## src/rtl/presc_timer_pkg.sv

```systemverilog
package presc_timer_pkg;
    typedef enum logic {
        LVL_LOW  = 1'b0,
        LVL_HIGH = 1'b1
    } lvl_state_e;
endpackage

```

## src/rtl/presc_timer_edge.sv

```systemverilog
module presc_timer_edge
    import presc_timer_pkg::*;
#(
    parameter int STAGES = 2
) (
    input  logic clk,
    input  logic rst_n,
    input  logic lf_in,
    input  logic fall_sel,
    output logic edge_tick
);
    logic [STAGES-1:0] sync_q;
    logic              synced;
    lvl_state_e        state_q, state_d;

    always_ff @(posedge clk or negedge rst_n) begin
        if (!rst_n) sync_q <= '0;
        else        sync_q <= {sync_q[STAGES-2:0], lf_in};
    end

    assign synced = sync_q[STAGES-1];

    // state register
    always_ff @(posedge clk or negedge rst_n) begin
        if (!rst_n) state_q <= LVL_LOW;
        else        state_q <= state_d;
    end

    // next state and output
    always_comb begin
        state_d   = state_q;
        edge_tick = 1'b0;
        unique case (state_q)
            LVL_LOW: begin
                if (synced) begin
                    state_d   = LVL_HIGH;
                    edge_tick = !fall_sel;
                end
            end
            LVL_HIGH: begin
                if (!synced) begin
                    state_d   = LVL_LOW;
                    edge_tick = fall_sel;
                end
            end
            default: state_d = LVL_LOW;
        endcase
    end


    edge_change_chk: assert property (@(posedge clk) disable iff (!rst_n)
        edge_tick |-> (synced != $past(synced)));


    edge_polarity_chk: assert property (@(posedge clk) disable iff (!rst_n)
        edge_tick |-> (synced == !fall_sel));
endmodule

```

## src/rtl/presc_timer_prescaler.sv

```systemverilog
module presc_timer_prescaler #(
    parameter int PRE_W = 8,
    parameter int SEL_W = 3
) (
    input  logic             clk,
    input  logic             rst_n,
    input  logic             clr,
    input  logic             src_tick,
    input  logic [SEL_W-1:0] ratio,
    output logic [PRE_W-1:0] pre_q,
    output logic             tap_tick
);
    localparam int TAPS = 1 << SEL_W;

    logic [TAPS-1:0] low_ones;

    always_ff @(posedge clk or negedge rst_n) begin
        if (!rst_n)        pre_q <= '0;
        else if (clr)      pre_q <= '0;
        else if (src_tick) pre_q <= pre_q + 1'b1;
    end

    // tap i falls on the next increment when bits i..0 are all ones
    for (genvar i = 0; i < TAPS; i++) begin : g_tap
        if (i < PRE_W) begin : g_real
            assign low_ones[i] = &pre_q[i:0];
        end else begin : g_none
            assign low_ones[i] = 1'b0;
        end
    end

    assign tap_tick = src_tick & low_ones[ratio];


    pre_clear_chk: assert property (@(posedge clk) disable iff (!rst_n)
        clr |=> (pre_q == '0));


    tap_fall_chk: assert property (@(posedge clk) disable iff (!rst_n)
        (tap_tick && !clr) |=> !pre_q[$past(ratio)]);
endmodule

```

## src/rtl/presc_timer.sv

```systemverilog
module presc_timer #(
    parameter int                   DATA_W      = 8,
    parameter int                   ADDR_W      = 4,
    parameter int                   SYNC_STAGES = 2,
    parameter logic [ADDR_W-1:0]    ADDR_TMR    = 4'h1,
    parameter logic [ADDR_W-1:0]    ADDR_CTL    = 4'h2,
    parameter logic [ADDR_W-1:0]    ADDR_PRE    = 4'hF
) (
    input  logic              clk,
    input  logic              rst_n,
    input  logic              icyc_en,
    input  logic              lf_in,
    input  logic              bus_wr,
    input  logic [ADDR_W-1:0] bus_addr,
    input  logic [DATA_W-1:0] bus_wdata,
    output logic [DATA_W-1:0] bus_rdata,
    output logic              ovf_flag
);
    localparam int SEL_W    = $clog2(DATA_W);
    localparam int BIT_BYP  = SEL_W;
    localparam int BIT_SRC  = SEL_W + 1;
    localparam int BIT_FALL = SEL_W + 2;
    localparam int BIT_OVF  = SEL_W + 3;
    localparam int CTL_W    = SEL_W + 4;

    logic [DATA_W-1:0] tmr_q;
    logic [DATA_W-1:0] pre_q;
    logic [SEL_W-1:0]  ratio_q;
    logic              byp_q, src_q, fall_q, ovf_q;
    logic              tmr_wr, ctl_wr;
    logic              lf_tick, src_tick, tap_tick, inc, wrap;
    logic [CTL_W-1:0]  ctl_rd;

    assign tmr_wr = bus_wr && (bus_addr == ADDR_TMR);
    assign ctl_wr = bus_wr && (bus_addr == ADDR_CTL);

    presc_timer_edge #(
        .STAGES(SYNC_STAGES)
    ) edge_i (
        .clk      (clk),
        .rst_n    (rst_n),
        .lf_in    (lf_in),
        .fall_sel (fall_q),
        .edge_tick(lf_tick)
    );

    assign src_tick = src_q ? lf_tick : icyc_en;

    presc_timer_prescaler #(
        .PRE_W(DATA_W),
        .SEL_W(SEL_W)
    ) pre_i (
        .clk     (clk),
        .rst_n   (rst_n),
        .clr     (tmr_wr),
        .src_tick(src_tick),
        .ratio   (ratio_q),
        .pre_q   (pre_q),
        .tap_tick(tap_tick)
    );

    assign inc  = byp_q ? src_tick : tap_tick;
    assign wrap = inc && !tmr_wr && (tmr_q == '1);

    always_ff @(posedge clk or negedge rst_n) begin
        if (!rst_n)      tmr_q <= '0;
        else if (tmr_wr) tmr_q <= bus_wdata;
        else if (inc)    tmr_q <= tmr_q + 1'b1;
    end

    always_ff @(posedge clk or negedge rst_n) begin
        if (!rst_n) begin
            ratio_q <= '0;
            byp_q   <= 1'b0;
            src_q   <= 1'b0;
            fall_q  <= 1'b0;
        end else if (ctl_wr) begin
            ratio_q <= bus_wdata[SEL_W-1:0];
            byp_q   <= bus_wdata[BIT_BYP];
            src_q   <= bus_wdata[BIT_SRC];
            fall_q  <= bus_wdata[BIT_FALL];
        end
    end

    always_ff @(posedge clk or negedge rst_n) begin
        if (!rst_n)                             ovf_q <= 1'b0;
        else if (wrap)                          ovf_q <= 1'b1;
        else if (ctl_wr && !bus_wdata[BIT_OVF]) ovf_q <= 1'b0;
    end

    assign ctl_rd   = {ovf_q, fall_q, src_q, byp_q, ratio_q};
    assign ovf_flag = ovf_q;

    always_comb begin
        bus_rdata = '0;
        if (bus_addr == ADDR_TMR)      bus_rdata = tmr_q;
        else if (bus_addr == ADDR_CTL) bus_rdata = {{(DATA_W-CTL_W){1'b0}}, ctl_rd};
        else if (bus_addr == ADDR_PRE) bus_rdata = pre_q;
    end


    tmr_load_chk: assert property (@(posedge clk) disable iff (!rst_n)
        tmr_wr |=> (tmr_q == $past(bus_wdata)));


    ovf_set_chk: assert property (@(posedge clk) disable iff (!rst_n)
        (inc && !tmr_wr && tmr_q == '1) |=> (ovf_flag && tmr_q == '0));


    ovf_hold_chk: assert property (@(posedge clk) disable iff (!rst_n)
        (ovf_flag && !(ctl_wr && !bus_wdata[BIT_OVF])) |=> ovf_flag);


    tmr_idle_chk: assert property (@(posedge clk) disable iff (!rst_n)
        (!bus_wr && !icyc_en && !src_q) |=> $stable(tmr_q));
endmodule

```

## config.mk

```make
export PLATFORM = sky130hd
export DESIGN_NAME = presc_timer
export DESIGN_NICKNAME = d
export VERILOG_FILES = /design/src/rtl/presc_timer_pkg.sv /design/src/rtl/presc_timer_edge.sv /design/src/rtl/presc_timer_prescaler.sv /design/src/rtl/presc_timer.sv
export SDC_FILE = /design/constraint.sdc
export NUM_CORES = 1
export LEC_CHECK = 0
export CAP_MARGIN = 5
export CORE_ASPECT_RATIO = 1.75
export CORE_MARGIN = 2
export CORE_UTILIZATION = 45
export DETAILED_ROUTE_END_ITERATION = 8
export DONT_BUFFER_PORTS = 1
export SLEW_MARGIN = 15
export SYNTH_ARGS = -nofsm -noshare
export SYNTH_HDL_FRONTEND = slang
export SYNTH_HIERARCHICAL = 1
export SYNTH_SLANG_ARGS = --single-unit
```

## constraint.sdc

```tcl
create_clock -name clk -period 2.63 [get_ports clk]
set_input_delay 0.263 -clock clk [delete_from_list [all_inputs] [get_ports clk]]
set_output_delay 0.263 -clock clk [all_outputs]
set_load 0.05 [all_outputs]
```

Word level (Yosys, flattened, before mapping)
Cells that the tools add are included.
- bits in latches: 0
- bits of input ports: 17
- bits in writable memories: 0
- flip-flop bits (word level): 26
- memory bits (read-only): 0
- word-level logic and storage cells: 53
- memories kept: 0
- magnitude comparators: 1
- equality and inequality tests: 4
- add/sub/neg operators: 2
- multipliers: 0
- reduce and logical (&&, ||, !) cells: 18
- muxes and demuxes: 17
- shifts and indexed selects: 0
- bitwise operators: 2
- div/mod/pow operators: 0
- operators by type and width (operator ; count):
    2-to-1 mux 8 bit ; 7
    adder 8 x 1 -> 8 bit, second input constant ; 2
    == test 8 bit, second input constant ; 1
    2-to-1 mux 1 bit ; 8
    AND reduction 8 bit ; 1
    AND reduction 7 bit ; 1
    AND reduction 6 bit ; 1
    nonzero test 2 bit ; 3
    logical AND 1 bit ; 5
    AND reduction 5 bit ; 1
    == test 4 x 1 -> 1 bit, second input constant ; 1
    == test 4 x 2 -> 1 bit, second input constant ; 1
    == test 4 bit, second input constant ; 1
    less-than comparator 3 x 4 -> 1 bit, second input constant ; 1
    AND reduction 4 bit ; 1
    binary-select mux 1 bit (select 3 bit) ; 1
    zero test 1 bit ; 3
    AND reduction 3 bit ; 1
    case mux 1 bit (2 select lines) ; 1
    AND reduction 2 bit ; 1
    AND 1 bit ; 1
    inverter 1 bit ; 1

Logic depth before layout (Yosys ltp)
- depth in word-level cells: 9
- mapped depth: 10
- gate-level depth less buffers: 10

Cells and area by module
Netlist, hierarchy kept.
- modules (own cells, without submodules) (module ; area each (um2) ; times used ; sequential area each (um2) ; cells an instance):
    presc_timer ; 964.7 ; 1 ; 375.4 ; 89
    presc_timer_prescaler ; 503.0 ; 1 ; 200.2 ; 56
    presc_timer_edge ; 97.6 ; 1 ; 75.1 ; 6

Worst setup path before layout
OpenSTA, ideal clock, no wires.
- path kind: register to register
- start: register pre_i.pre_q[0]
- end: register tmr_q[5]
- period minus slack after synthesis: 2.213 ns
- library setup time: 0.119 ns
- arrival: 2.094 ns
- stages on the path, launching flop included: 10
- setup slack: 0.417 ns
- path buffers: 0
- path through: dfrtp_1 > ha_1 > and3_4 > or3b_1 > a21oi_2 > o211a_1 > o2111ai_1 > a211oi_1 > xnor2_1 > o21ai_2
- longest elaborated chain between the ends: 6
- elaborated cells on any way between the ends: 12
- those cells by class: 3 x mux; 1 x bitwise; 8 x reduce/logical
- RTL lines (element ; RTL line ; RTL):
    from (decl) ; presc_timer_prescaler.sv:10 ; output logic [PRE_W-1:0] pre_q,
    from (signal assigned) ; presc_timer_prescaler.sv:20 ; else if (src_tick) pre_q <= pre_q + 1'b1;
    AND reduction 8 bit (tied with other cells) ; presc_timer_prescaler.sv:26 ; assign low_ones[i] = &pre_q[i:0];
    binary-select mux 1 bit (select 3 bit) * ; presc_timer_prescaler.sv:32 ; assign tap_tick = src_tick & low_ones[ratio];
    2-to-1 mux 1 bit (implied by the code) * ; presc_timer_prescaler.sv:32 ;
    AND 1 bit * ; presc_timer_prescaler.sv:32 ;
    net tap_tick ; presc_timer.sv:31 ; logic lf_tick, src_tick, tap_tick, inc, wrap;
    2-to-1 mux 1 bit * ; presc_timer.sv:62 ; assign inc = byp_q ? src_tick : tap_tick;
    nonzero test 2 bit (no source line) * ; n/a ;
    to (signal assigned) ; presc_timer.sv:67 ; else if (tmr_wr) tmr_q <= bus_wdata;
    to (signal assigned) ; presc_timer.sv:68 ; else if (inc) tmr_q <= tmr_q + 1'b1;
    to (decl) ; presc_timer.sv:26 ; logic [DATA_W-1:0] tmr_q;
Mark *: on every way through the listed nets, which the timed path passes. The rest lies on a longest branch. The select of a mux whose other input is x is not followed.
A chain may end at the register's enable or synchronous reset.

Worst setup path in the final report
- start: register pre_i.pre_q[0]
- end: register tmr_q[7]
The elaborated chain is that of the path after synthesis.

==> summary.md <==
| Metric | Value |
|---|---|
| GRT Overall Usage | 19.3% |
| CP cell instances | ha_1, and3_4, or3b_1, a21oi_2, o211a_1, o2111ai_1, a211oi_1, xnor2_1, o21ai_2 |
| Slew Limit Fails | 0 |
| Leakage power figure | 0.724 nW |
| Clock buffer count from CTS | 3 |
| Initial antenna violation count | 0 |
| WS Path Type | flop to flop |
| Setup TNS | 0 ps |
| Sink Count | 26 |
| H-Tree Depth | 1 |
| Sequential fraction of the synthesis area | 41.6% |
| Crit path largest cell delay | 490 ps |
| Row cnt | 28 |
| Setup crit end kind | flop |
| Die ar. | 3980 um2 |
| Flops & latches, synth | 26 |
| Primary FF master, synth | dfrtp_1 |
| RSZ-0062 raised after global routing | no |
| CP startpoint kind | flop |
| CP Buf/Inv Count | 0 |
| Initial core utilization | 46.5% |
| Clock Skew | 5.22 ps |
| Syn Std Cell Area | 1570 um2 |
| Ys async rst share | 100% |
| Syn_area_per_cell | 10.4 um2 |
| Max cap viols | 0 |
| Fmax | 401 MHz |
| Postcts setup bufs | 0 |
| Pin count of the biggest net entering global routing | 27 |
| # setup viols final | 0 |
| Net Count, Synth | 172 |
| Worst Max-Slew Pin Slew | 626 ps |
| Tmin final | 2490 ps |
| Slew headroom | 58.1% |
| CTS tree | yes |
| CP max stage cell | dfrtp_1 |
| DR vias/cell | 5.95 |
| Most frequent cells in the layout | 26 x dfrtp_1, 15 x nand2_1, 10 x nor2_1 |
| Die Ht | 82.0 um |
| Reg clk slew, reported paths | 90 ps |
| Detail Placement HPWL | 2630 um |
| Final antenna-violating net count | 0 |
| # DRC | 0 |
| Final period util | 94.7% |
| Initial DRC Count | 75 |
| Area growth from synthesis to final layout | 6.15% |
| Worst-Skew Late Latency | 270 ps |
| Critical path's top delay family | compound AO/OA/AOI/OAI gates |
| N_diodes | 0 |
| Worst min path class | primary input to flop |
| GPL Wtd Cong | 0.949 |
| Most common cell after layout, fill and taps aside | dfrtp_1 |
| IO Port Bufs | 0 |
| Peak fanout along the critical path | 7 |
| First-pass GRT wire length | 5890 um |
| DR WL/cell | 17.6 um |
| Via Count | 1173 |
| Io pins | 26 |
| Number of flops mapped to enable cells by yosys | 0 |
| Core Area | 3360 um2 |
| Fin area | 1660 um2 |
| Crit path DAT | 2650 ps |
| Post-Route WL | 3470 um |
| Max IR drop VDD | 0.398 mV |
| Die width | 48.6 um |
| Final nets | 175 |
| Instance count of the mapped netlist | 151 |
| Vias in the first global route | 1233 |
| Clk buf depth | 2 |
| Synth warn | 6 |
| Share of cells above drive strength 1 | 19.7% |
| Outcome | finished, final reports clean |
| Fin util | 49.4% |
| Post-placement cell area | 1590 um2 |
| Fillcell total | 337 |
| Cell area power density | 834 nW/um2 |
| Total chip power | 1.39 mW |
| Pre-Repair DR Iteration Count | 5 |
| WP data required | 2790 ps |
| Clock root buffer | clkbuf_8 |
| Congestion Overflow GR | 0 |
| Synth cell types | 46 |
| Hold Vio Cnt, Final | 0 |
-- cells by family (layout without fill, tap and decap cells) --
logic type	Yosys count	in the layout	synth area share, %
compound gates	31	31	15.3
xor+xnor	11	11	6.16
fa+ha+maj	4	4	3.20
buf+inv	16	17	5.36
flops	26	26	41.6
mux	11	11	8.55
simple gates	52	52	19.8
-- sequential cells by signal, summed over array words and instances (netlist names) --
name	flops
ovf_flag	1
edge_i/sync_q	2
pre_i/pre_q	8
tmr_q	8
byp_q	1
edge_i/state_q	1
ratio_q	3
src_q	1
fall_q	1
-- area by class of cell --
cell class	count	area, um2	share of cell area [%]
multi-input cells	109	831	50.0
flip-flops and latches	26	651	39.2
well taps	45	56.3	3.39
inverters	11	45.0	2.71
clock buffers	3	41.3	2.48
repair buffers	3	37.5	2.26
-- cell usage after synthesis, types with 2 or more instances --
| cell | instances | area (um2) |
|---|---|---|
| dfrtp_1 | 26 | 651 |
| nand4_1 | 2 | 12.5 |
| nand2_1 | 15 | 56.3 |
| inv_1 | 9 | 33.8 |
| nor4_1 | 2 | 12.5 |
| xor2_1 | 3 | 26.3 |
| o21ai_0 | 6 | 30.0 |
| nor2_1 | 10 | 37.5 |
| a222oi_1 | 7 | 70.1 |
| ha_1 | 4 | 50.1 |
| mux2_2 | 6 | 67.6 |
| mux2i_1 | 3 | 30.0 |
| a21oi_1 | 3 | 15.0 |
| buf_2 | 3 | 15.0 |
| a211oi_1 | 2 | 15.0 |
| o21ai_2 | 6 | 52.6 |
| nand3_1 | 7 | 35.0 |
| xnor2_1 | 8 | 70.1 |
| nor4b_4 | 2 | 47.6 |
-- power by group --
group / leakage [nW] / internal (mW) / total (mW) / switching, mW
clock: 0.0216 / 0.103 / 0.225 / 0.122
sequential: 0.321 / 0.525 / 0.724 / 0.199
combinational: 0.381 / 0.205 / 0.437 / 0.232
total: 0.724 / 0.833 / 1.39 / 0.553
-- final timing paths --
path | cells after the start | slack, ps | from | to
min reg2reg | 0 | 350 | edge_i/sync_q[0] | edge_i/sync_q[1]
min in group asynchronous | 2 | 420 | rst_n | edge_i/state_q
min | 0 | 20 | lf_in | edge_i/sync_q[0]
max reg2reg | 9 | 140 | pre_i/pre_q[0] | tmr_q[7]
max | 9 | 140 | pre_i/pre_q[0] | tmr_q[7]
max in group asynchronous | 2 | 2050 | rst_n | pre_i/pre_q[4]
-- per-layer routing --
metal	share of wire, %	vias up	GRT usage (%)	wire [um]
li1	-	552	-	-
met1	40	576	22.8	1380
met2	55	43	34.9	1900
met3	4.4	2	2.55	154
met4	0.78	0	8.86	27
met5	0	-	0	0
-- repair_timing --
item / CTS / global route
setup endpoints to repair: 0 / 0
hold buffers: 2 / 0
resized for setup: 0 / 0
hold endpoints to repair: 26 / 0
-- per-stage QoR --
| stage | setup slack [ps] | cells | hold WS (ps) |
|---|---|---|---|
| 3_3_place_gp | 298 | 192 | -31.6 |
| 6_report | 138 | 197 | 18.8 |
| 2_1_floorplan | 417 | 151 | -32.6 |
| 5_1_grt | 13.1 | 197 | 0.0377 |
| 3_5_place_dp | 198 | 192 | -31.7 |
| 4_1_cts | 182 | 197 | 10.2 |
Note: power is estimated with default switching activity, not from simulation.
